**src/rtl/seq_pkg.sv**
```systemverilog
package seq_pkg;

    // Decoded instruction classes presented by the decoder
    typedef enum logic [2:0] {
        OP_ADVANCE = 3'd0,
        OP_JUMP    = 3'd1,
        OP_CALL    = 3'd2,
        OP_RET     = 3'd3,
        OP_IJMP    = 3'd4,
        OP_TLOAD   = 3'd5
    } op_e;

    // Sequencer phase: idle, or second cycle of an indirect operation
    typedef enum logic [1:0] {
        PH_IDLE  = 2'd0,
        PH_IJMP  = 2'd1,
        PH_TLOAD = 2'd2
    } phase_e;

    // Action chosen for the current cycle
    typedef enum logic [2:0] {
        ACT_INC,
        ACT_PAGE,
        ACT_CALL,
        ACT_RET,
        ACT_IJMP_AIM,
        ACT_IJMP_FILL,
        ACT_TLOAD_AIM,
        ACT_TLOAD_DONE
    } act_e;

    typedef struct packed {
        act_e act;
        logic push;
        logic pop;
        logic q_load;
    } ctl_t;

endpackage

```
**src/rtl/seq_ctrl.sv**
```systemverilog
module seq_ctrl
    import seq_pkg::*;
(
    input  logic   clk,
    input  logic   rst,
    input  op_e    op,
    input  logic   skip,
    output ctl_t   ctl,
    output logic   busy
);

    phase_e phase_q;
    phase_e phase_d;

    always_comb begin
        ctl = '{act: ACT_INC, push: 1'b0, pop: 1'b0, q_load: 1'b0};
        if (phase_q == PH_IJMP) begin
            ctl.act = ACT_IJMP_FILL;
        end else if (phase_q == PH_TLOAD) begin
            ctl.act    = ACT_TLOAD_DONE;
            ctl.pop    = 1'b1;
            ctl.q_load = 1'b1;
        end else if (!skip) begin
            case (op)
                OP_JUMP:  ctl.act = ACT_PAGE;
                OP_CALL:  begin ctl.act = ACT_CALL;      ctl.push = 1'b1; end
                OP_RET:   begin ctl.act = ACT_RET;       ctl.pop  = 1'b1; end
                OP_IJMP:  ctl.act = ACT_IJMP_AIM;
                OP_TLOAD: begin ctl.act = ACT_TLOAD_AIM; ctl.push = 1'b1; end
                default:  ctl.act = ACT_INC;
            endcase
        end
    end

    always_comb begin
        case (ctl.act)
            ACT_IJMP_AIM:  phase_d = PH_IJMP;
            ACT_TLOAD_AIM: phase_d = PH_TLOAD;
            default:       phase_d = PH_IDLE;
        endcase
    end

    always_ff @(posedge clk) begin
        if (rst) phase_q <= PH_IDLE;
        else     phase_q <= phase_d;
    end

    assign busy = (phase_q != PH_IDLE);

endmodule

```
**src/rtl/seq_stack.sv**
```systemverilog
module seq_stack #(
    parameter int W     = 9,
    parameter int DEPTH = 2
) (
    input  logic         clk,
    input  logic         rst,
    input  logic         push,
    input  logic         pop,
    input  logic [W-1:0] push_val,
    output logic [W-1:0] top
);

    logic [W-1:0] lvl [DEPTH];

    for (genvar i = 0; i < DEPTH; i++) begin : g_lvl
        logic [W-1:0] from_above;
        logic [W-1:0] from_below;
        if (i == 0) begin : g_first
            assign from_above = push_val;
        end else begin : g_mid
            assign from_above = lvl[i-1];
        end
        if (i == DEPTH - 1) begin : g_last
            assign from_below = lvl[i];
        end else begin : g_inner
            assign from_below = lvl[i+1];
        end
        always_ff @(posedge clk) begin
            if (rst)       lvl[i] <= '0;
            else if (push) lvl[i] <= from_above;
            else if (pop)  lvl[i] <= from_below;
        end
    end

    assign top = lvl[0];

endmodule

```
**src/rtl/seq_pcmux.sv**
```systemverilog
module seq_pcmux
    import seq_pkg::*;
#(
    parameter int PC_W   = 9,
    parameter int PAGE_W = 6,
    parameter int NIB_W  = 4,
    localparam int DATA_W = 2 * NIB_W
) (
    input  act_e              act,
    input  logic [PC_W-1:0]   pc,
    input  logic [PC_W-1:0]   inc,
    input  logic [PAGE_W-1:0] arg,
    input  logic [NIB_W-1:0]  acc,
    input  logic [NIB_W-1:0]  mem_nib,
    input  logic [DATA_W-1:0] rom_data,
    input  logic [PC_W-1:0]   stk_top,
    output logic [PC_W-1:0]   pc_next
);

    always_comb begin
        case (act)
            ACT_PAGE, ACT_CALL:
                pc_next = {inc[PC_W-1:PAGE_W], arg};
            ACT_RET, ACT_TLOAD_DONE:
                pc_next = stk_top;
            ACT_IJMP_AIM, ACT_TLOAD_AIM:
                pc_next = {inc[PC_W-1:DATA_W], acc, mem_nib};
            ACT_IJMP_FILL:
                pc_next = {pc[PC_W-1:DATA_W], rom_data};
            default:
                pc_next = inc;
        endcase
    end

endmodule

```
**src/rtl/nib_pc_sequencer.sv**
```systemverilog
module nib_pc_sequencer
    import seq_pkg::*;
#(
    parameter int PC_W    = 9,
    parameter int PAGE_W  = 6,
    parameter int NIB_W   = 4,
    parameter int STACK_D = 2,
    localparam int DATA_W = 2 * NIB_W
) (
    input  logic              clk,
    input  logic              rst,
    input  logic [2:0]        op,
    input  logic              skip,
    input  logic [NIB_W-1:0]  acc,
    input  logic [NIB_W-1:0]  mem_nib,
    input  logic [PAGE_W-1:0] arg,
    input  logic [DATA_W-1:0] rom_data,
    output logic [PC_W-1:0]   rom_addr,
    output logic [DATA_W-1:0] q,
    output logic              busy
);

    ctl_t            ctl;
    logic [PC_W-1:0] pc_q;
    logic [PC_W-1:0] inc;
    logic [PC_W-1:0] pc_next;
    logic [PC_W-1:0] stk_top;

    assign inc = pc_q + 1'b1;

    seq_ctrl u_ctrl (
        .clk  (clk),
        .rst  (rst),
        .op   (op_e'(op)),
        .skip (skip),
        .ctl  (ctl),
        .busy (busy)
    );

    seq_stack #(.W(PC_W), .DEPTH(STACK_D)) u_stack (
        .clk      (clk),
        .rst      (rst),
        .push     (ctl.push),
        .pop      (ctl.pop),
        .push_val (inc),
        .top      (stk_top)
    );

    seq_pcmux #(.PC_W(PC_W), .PAGE_W(PAGE_W), .NIB_W(NIB_W)) u_mux (
        .act      (ctl.act),
        .pc       (pc_q),
        .inc      (inc),
        .arg      (arg),
        .acc      (acc),
        .mem_nib  (mem_nib),
        .rom_data (rom_data),
        .stk_top  (stk_top),
        .pc_next  (pc_next)
    );

    always_ff @(posedge clk) begin
        if (rst) begin
            pc_q <= '0;
            q    <= '0;
        end else begin
            pc_q <= pc_next;
            if (ctl.q_load) q <= rom_data;
        end
    end

    assign rom_addr = pc_q;

endmodule

```
**config.mk**
```make
export PLATFORM = sky130hd
export DESIGN_NAME = nib_pc_sequencer
export DESIGN_NICKNAME = d
export VERILOG_FILES = /design/src/rtl/seq_pkg.sv /design/src/rtl/seq_ctrl.sv /design/src/rtl/seq_stack.sv /design/src/rtl/seq_pcmux.sv /design/src/rtl/nib_pc_sequencer.sv
export SDC_FILE = /design/constraint.sdc
export NUM_CORES = 1
export LEC_CHECK = 0
export BUFFER_PORTS_ARGS = -buffer_cell sky130_fd_sc_hd__buf_2
export CAP_MARGIN = 20
export CORE_MARGIN = 5
export CORE_UTILIZATION = 38
export DETAILED_ROUTE_END_ITERATION = 10
export GPL_TIMING_DRIVEN = 0
export MAX_ROUTING_LAYER = met4
export PLACE_DENSITY = 0.71
export SYNTH_ARGS = -nofsm -noshare
export SYNTH_HDL_FRONTEND = slang
export SYNTH_SLANG_ARGS = --single-unit
```
**constraint.sdc**
```tcl
create_clock -name clk -period 2.2 [get_ports clk]
set_clock_uncertainty 0.1 [all_clocks]
set_input_delay 0.55 -clock clk [delete_from_list [all_inputs] [get_ports clk]]
set_output_delay 0.55 -clock clk [all_outputs]
set_load 0.02 [all_outputs]
```
# Word-level counts from Yosys, hierarchy flattened
# Memory sizes are Yosys's and may differ from the RTL's.
# Cells that the tools add are included.
[totals]
ramBits = 18
elab_cells = 54
memories = 1
input_bits = 28
register_bits = 19
out_inout_bits = 18
[classes]
bitwise_logic = 4
muxes = 25
add_sub_neg = 1
reduce_logical = 5
eq_ne = 14
[memory_table]
columns = ["memory", "words", "width", "rd", "rd_clocked_by_memory_dff", "wr", "line", "source"]
rows = [
  ["u_stack.lvl", 2, 9, 2, 0, 2, "seq_stack.sv:13", "logic [W-1:0] lvl [DEPTH];"],
]
[op_table]
columns = ["op", "count"]
rows = [
  ["$mux W9", 4],
  ["$pmux W9 S4", 1],
  ["$eq A3 B3 Y1 const B", 6],
  ["$pmux W3 S5", 1],
  ["$mux W1", 14],
  ["$eq A3 B2 Y1 const B", 4],
  ["$add A9 B1 Y9 const B", 1],
  ["$mux W3", 3],
  ["$reduce_or A2 Y1", 4],
  ["$eq A3 B1 Y1 const B", 2],
  ["$mux W5", 1],
  ["$or A1 B1 Y1", 4],
  ["$pmux W2 S2", 1],
  ["$eq A2 B1 Y1 const B", 1],
  ["$eq A2 B2 Y1 const B", 1],
  ["$reduce_bool A2 Y1", 1],
]

# Logic depth before layout (Yosys ltp)
[depth]
word_depth = 11
mapped_depth = 8
depth_no_buf = 7

# Modules after synthesis
# Synthesis repeated with hierarchy kept, for this count alone.
[unflattened]
cells_unflattened = 210
area_unflattened_um2 = 2172.1
[by_module_without_submodules]
columns = ["mod", "instances", "seq_area_each_um2", "cells_each", "area_each_um2"]
rows = [
  ["seq_stack", 1, 540.5, 43, 735.7],
  ["nib_pc_sequencer", 1, 340.3, 63, 649.4],
  ["seq_pcmux", 1, 0.0, 73, 533.0],
  ["seq_ctrl", 1, 40.0, 31, 254.0],
]

# Worst setup path after synthesis
# OpenSTA, ideal clock, no wires.
[synth_path]
path_kind = "input port to flip-flop"
start = "input port op[1]"
end = "register pc_q[2] (netlist: rom_addr[2])"
path_stages = 8
required_ns = 1.956
path_slack_ns = -0.067
t_arrival_ns = 2.022
n_path_buf = 1
setup_ns = 0.144
cell_sequence = "inv_1 > ha_1 > nand2b_1 > a211oi_2 > a211oi_2 > buf_6 > a221oi_1 > a221oi_2"
[synth_via]
elab_chain_len = 8
elab_cells_between_ends = 20
classes_between = "eq/ne: 12; mux: 5; reduce/logical: 3"
[synth_lines]
columns = ["item", "line", "source"]
rows = [
  ["start: declaration", "nib_pc_sequencer.sv:12", "input logic [2:0] op,"],
  ["$eq A3 B3 Y1, or another cell as far along", "seq_ctrl.sv:24", "case (op)"],
  ["$pmux W3 S5 (*)", "seq_ctrl.sv:24", ""],
  ["$mux W5 (*)", "seq_ctrl.sv:23", "end else if (!skip) begin"],
  ["$mux W3 (*)", "seq_ctrl.sv:19", "end else if (phase_q == PH_TLOAD) begin"],
  ["$mux W3 (*)", "seq_ctrl.sv:17", "if (phase_q == PH_IJMP) begin"],
  ["$eq A3 B3 Y1, or another cell as far along", "seq_pcmux.sv:21", "case (act)"],
  ["$reduce_or A2 Y1", "seq_pcmux.sv:21", ""],
  ["$pmux W9 S4 (*)", "seq_pcmux.sv:21", ""],
  ["end signal: assignment", "nib_pc_sequencer.sv:66", "pc_q <= pc_next;"],
  ["end: declaration", "nib_pc_sequencer.sv:24", "logic [PC_W-1:0] pc_q;"],
]
# Mark *: on every way between the ends. The rest lies on a longest branch, timed or not.
# A chain may end at the register's enable or synchronous reset.

# Worst setup path after layout
[layout_path]
start = "input port op[1]"
end = "register pc_q[5] (netlist: rom_addr[5])"
# Same word-level chain as after synthesis.

==> impl_results.md <==
- Synth Area in Simple Gates: 18.26%
- Via count of the first global-routing pass: 1699
- Startpoint types: input port
- Clock Sink Count: 37
- Post-DP HPWL: 3.706 mm
- Via density: 5.392
- Proportion of synthesized flip-flops having asynchronous set or reset: 0%
- Cell count after synthesis: 182
- Relative slew slack: 43.66%
- Placed inst area: 0.002217 mm^2
- Layout cell share with drive strength beyond 1: 34.71%
- Post-synth design cell area: 0.001918 mm^2
- I/O Buffers: 43
- CTS root buf: clkbuf_8
- # DRC: 0
- Crit path arrival time: 2.21 ns
- Worst vdd ir: 0.0003008 V
- Total Power: 0.001533 W
- Congestion Overflow GR: 0
- Largest family of logic cells by synthesized area: compound AO/OA/AOI/OAI gates
- Post-synth EDFFs: 18
- Slew Viols, Final: 0
- Status: completed
- Clock Tree Buf Depth: 2
- Final Setup Violations: 0
- Clk network pwr share: 30.2%
- Ports: 46
- # nets final: 272
- Die X: 81.05 um
- Seq pwr share: 51.8%
- Core area: 0.004817 mm^2
- Worst-Margin Slew: 0.8388 ns
- Hold Crit Class: register to register
- Critical path class: input port to register
- Post-place setup slack: -0.5129 ns
- Num CTS Buffers: 5
- Gpl congestion: 0.7937
- Max cap viols: 0
- Total track usage: 17.05%
- Synth Area in Adders: 1.957%
- GR peak layer: met2
- Wirelength per Cell: 17.16 um
- Initial core utilization: 39.82%
- XOR/XNOR Fraction of Synth Area: 3.653%
- Tmin final: 2.159 ns
- PnR worst setup slack: 0.04098 ns
- Commonest non-fill, non-tap cells in the layout: buf_2, nand2_1, dfxtp_1
- Main flop type after synthesis: dfxtp_1
- Max Fclk: 0.4632 GHz
- CTS tree: done
- Quantity of hold-fixing buffers added after cts: 0
- Req. time, crit path: 2.25 ns
- CP Max Fanout: 8
- Routed WL: 5.302 mm
- Pwr dens: 613.6 mW/mm^2
- Clock Pin Slew Worst Setup and Hold Paths: 0.08 ns
- # rows: 25
- Worst setup EP type: register
- Area growth syn-to-layout: 30.27%
- Clock Latency Late Sink: 0.29 ns
- Pint: 0.001098 W
- Hold Fails Final Rpt: 0
- Lkg Pwr: 0.9522 nW
- Sw power: 0.0004346 W
- Leading cell type in the layout, fill and taps excluded: buf_2
- Final period utilization: 98.14%
- Via count: 1666
- Initial antenna violation count: 0
- Die H: 81.05 um
- Die ar.: 0.006568 mm^2
- Mux cell area share after synthesis: 0.5871%
- Initial DRC count: 90
- M1 GR Usage: 20.10%
- Largest cells by area after synthesis: edfxtp_1, dfxtp_1, a221oi_2
- Mapped Avg Cell Area: 10.54 um^2
- Area leader, netlist: edfxtp_1
- Antenna viol nets, final: 0
- Grt met3 use: 3.880%
- Post-synth top area share: 28.18%
- Drt pass-1 iters: 5
- Combinational power share: 18.0%
- CTS H-tree depth: 2
- Final instance area: 0.002499 mm^2
- Register bit total from synthesis: 37
- Met2 GRT Util: 28.49%
- Switching Fraction: 28.35%
- Syn_nets: 213
- Post-synthesis sequential area ratio: 48.01%
- Antenna diode count: 0
- Compound-Gate Fraction of Synth Area: 24.72%
- Distinct cells, synth: 44
- Synth warn: 0
- Largest net degree at the start of global routing: 12
- First-pass GRT wire length: 8.224 mm
==> critical path: stages <==
cell and delay (ns):
buf_4 0.14, inv_1 0.10, ha_4 0.23, nand2b_1 0.17, a211oi_4 0.22, buf_4 0.16, a21oi_4 0.09, buf_6 0.17
a221oi_4 0.31, a221oi_2 0.08
==> sequential cells by signal, summed over array words and instances, names as in the netlist <==
name	cells
u_stack.lvl	18
u_ctrl.phase_q	2
rom_addr	9
q	8
==> per-layer routing <==
| metal | vias to the layer above | wire [um] |
|---|---|---|
| met3 | 7 | 308 |
| li1 | 805 | - |
| met4 | 0 | 74 |
| met5 | - | 0 |
| met2 | 55 | 2730 |
| met1 | 799 | 2188 |
==> final timing paths <==
path | startpoint | end | slack [ns] | depth (start not counted)
max reg2reg | u_ctrl.phase_q[1]$_SDFF_PP0_ | u_stack.lvl[0][6]$_DFFE_PP_ | 0.21 | 4
min | q[4]$_SDFFE_PP0P_ | q[4]$_SDFFE_PP0P_ | 0.36 | 2
max | op[1] | rom_addr[5]$_SDFF_PP0_ | 0.04 | 10
min reg2reg | q[4]$_SDFFE_PP0P_ | q[4]$_SDFFE_PP0P_ | 0.36 | 2
==> power by group through the flow <==
stage          Clock, W  Combinational (W)  Sequential (W)
6_report       0.000463           0.000277        0.000794
5_1_grt        0.000484           0.000301        0.000797
4_1_cts        0.000466           0.000258        0.000793
3_5_place_dp          0           0.000226        0.000807
3_3_place_gp          0           0.000225        0.000806
2_1_floorplan         0           0.000130        0.000816
==> cell families (layout without fill, tap and decap cells) <==
group | after synthesis | after routing
muxes | 1 | 1
DFF | 37 | 37
and+or+nand+nor | 64 | 64
adders and majority gates | 3 | 3
buffers and inverters | 12 | 72
xor gates and xnor gates | 8 | 8
AOI/OAI and AO/OA | 57 | 57
==> layout make-up <==
type	instances	area [um^2]
repair buffers	52	289.0
multi-input cells	133	1070
clock buffers	7	76.32
fillers	482	2318
inverters	5	18.77
plain buffers	7	35.03
flip-flops and latches	37	920.9
well taps	67	83.83
clock inverters	1	5.005
==> Yosys cell counts, types with 2 or more instances <==
library cell	n
a21oi_2	2
ha_1	3
edfxtp_1	18
nor3_1	3
nand2b_1	4
inv_1	5
o2bb2ai_1	8
nand3_1	8
nor2b_1	2
clkbuf_1	4
a211oi_2	2
a221oi_1	6
dfxtp_1	19
xnor2_1	3
or2b_1	3
xor2_1	5
a21oi_1	14
a222oi_1	2
o21ai_0	2
nand3b_1	3
nand2_1	20
a221oi_2	6
nor2_1	6
o22ai_1	2
and2_1	8
a22oi_1	6
==> stage by stage <==
stage	hold slack (ns)	cells	utilization [%]	TNS, ns
after global routing	0.3705	309	51.87	-0.05092
after global placement	0.3409	292	46.03	-4.647
final	0.3555	309	51.87	0
after detailed placement	0.3450	292	46.03	-4.982
after CTS	0.3545	304	50.47	0
after floorplan	0.4032	182	-	-0.1080
==> repair_timing <==
item                       in CTS  in global routing
setup endpoints to repair       9                  7
buffers inserted                4                  5
pin swaps                       4                  6
gates resized for setup        15                  4
(Power assumes the default switching activity.)
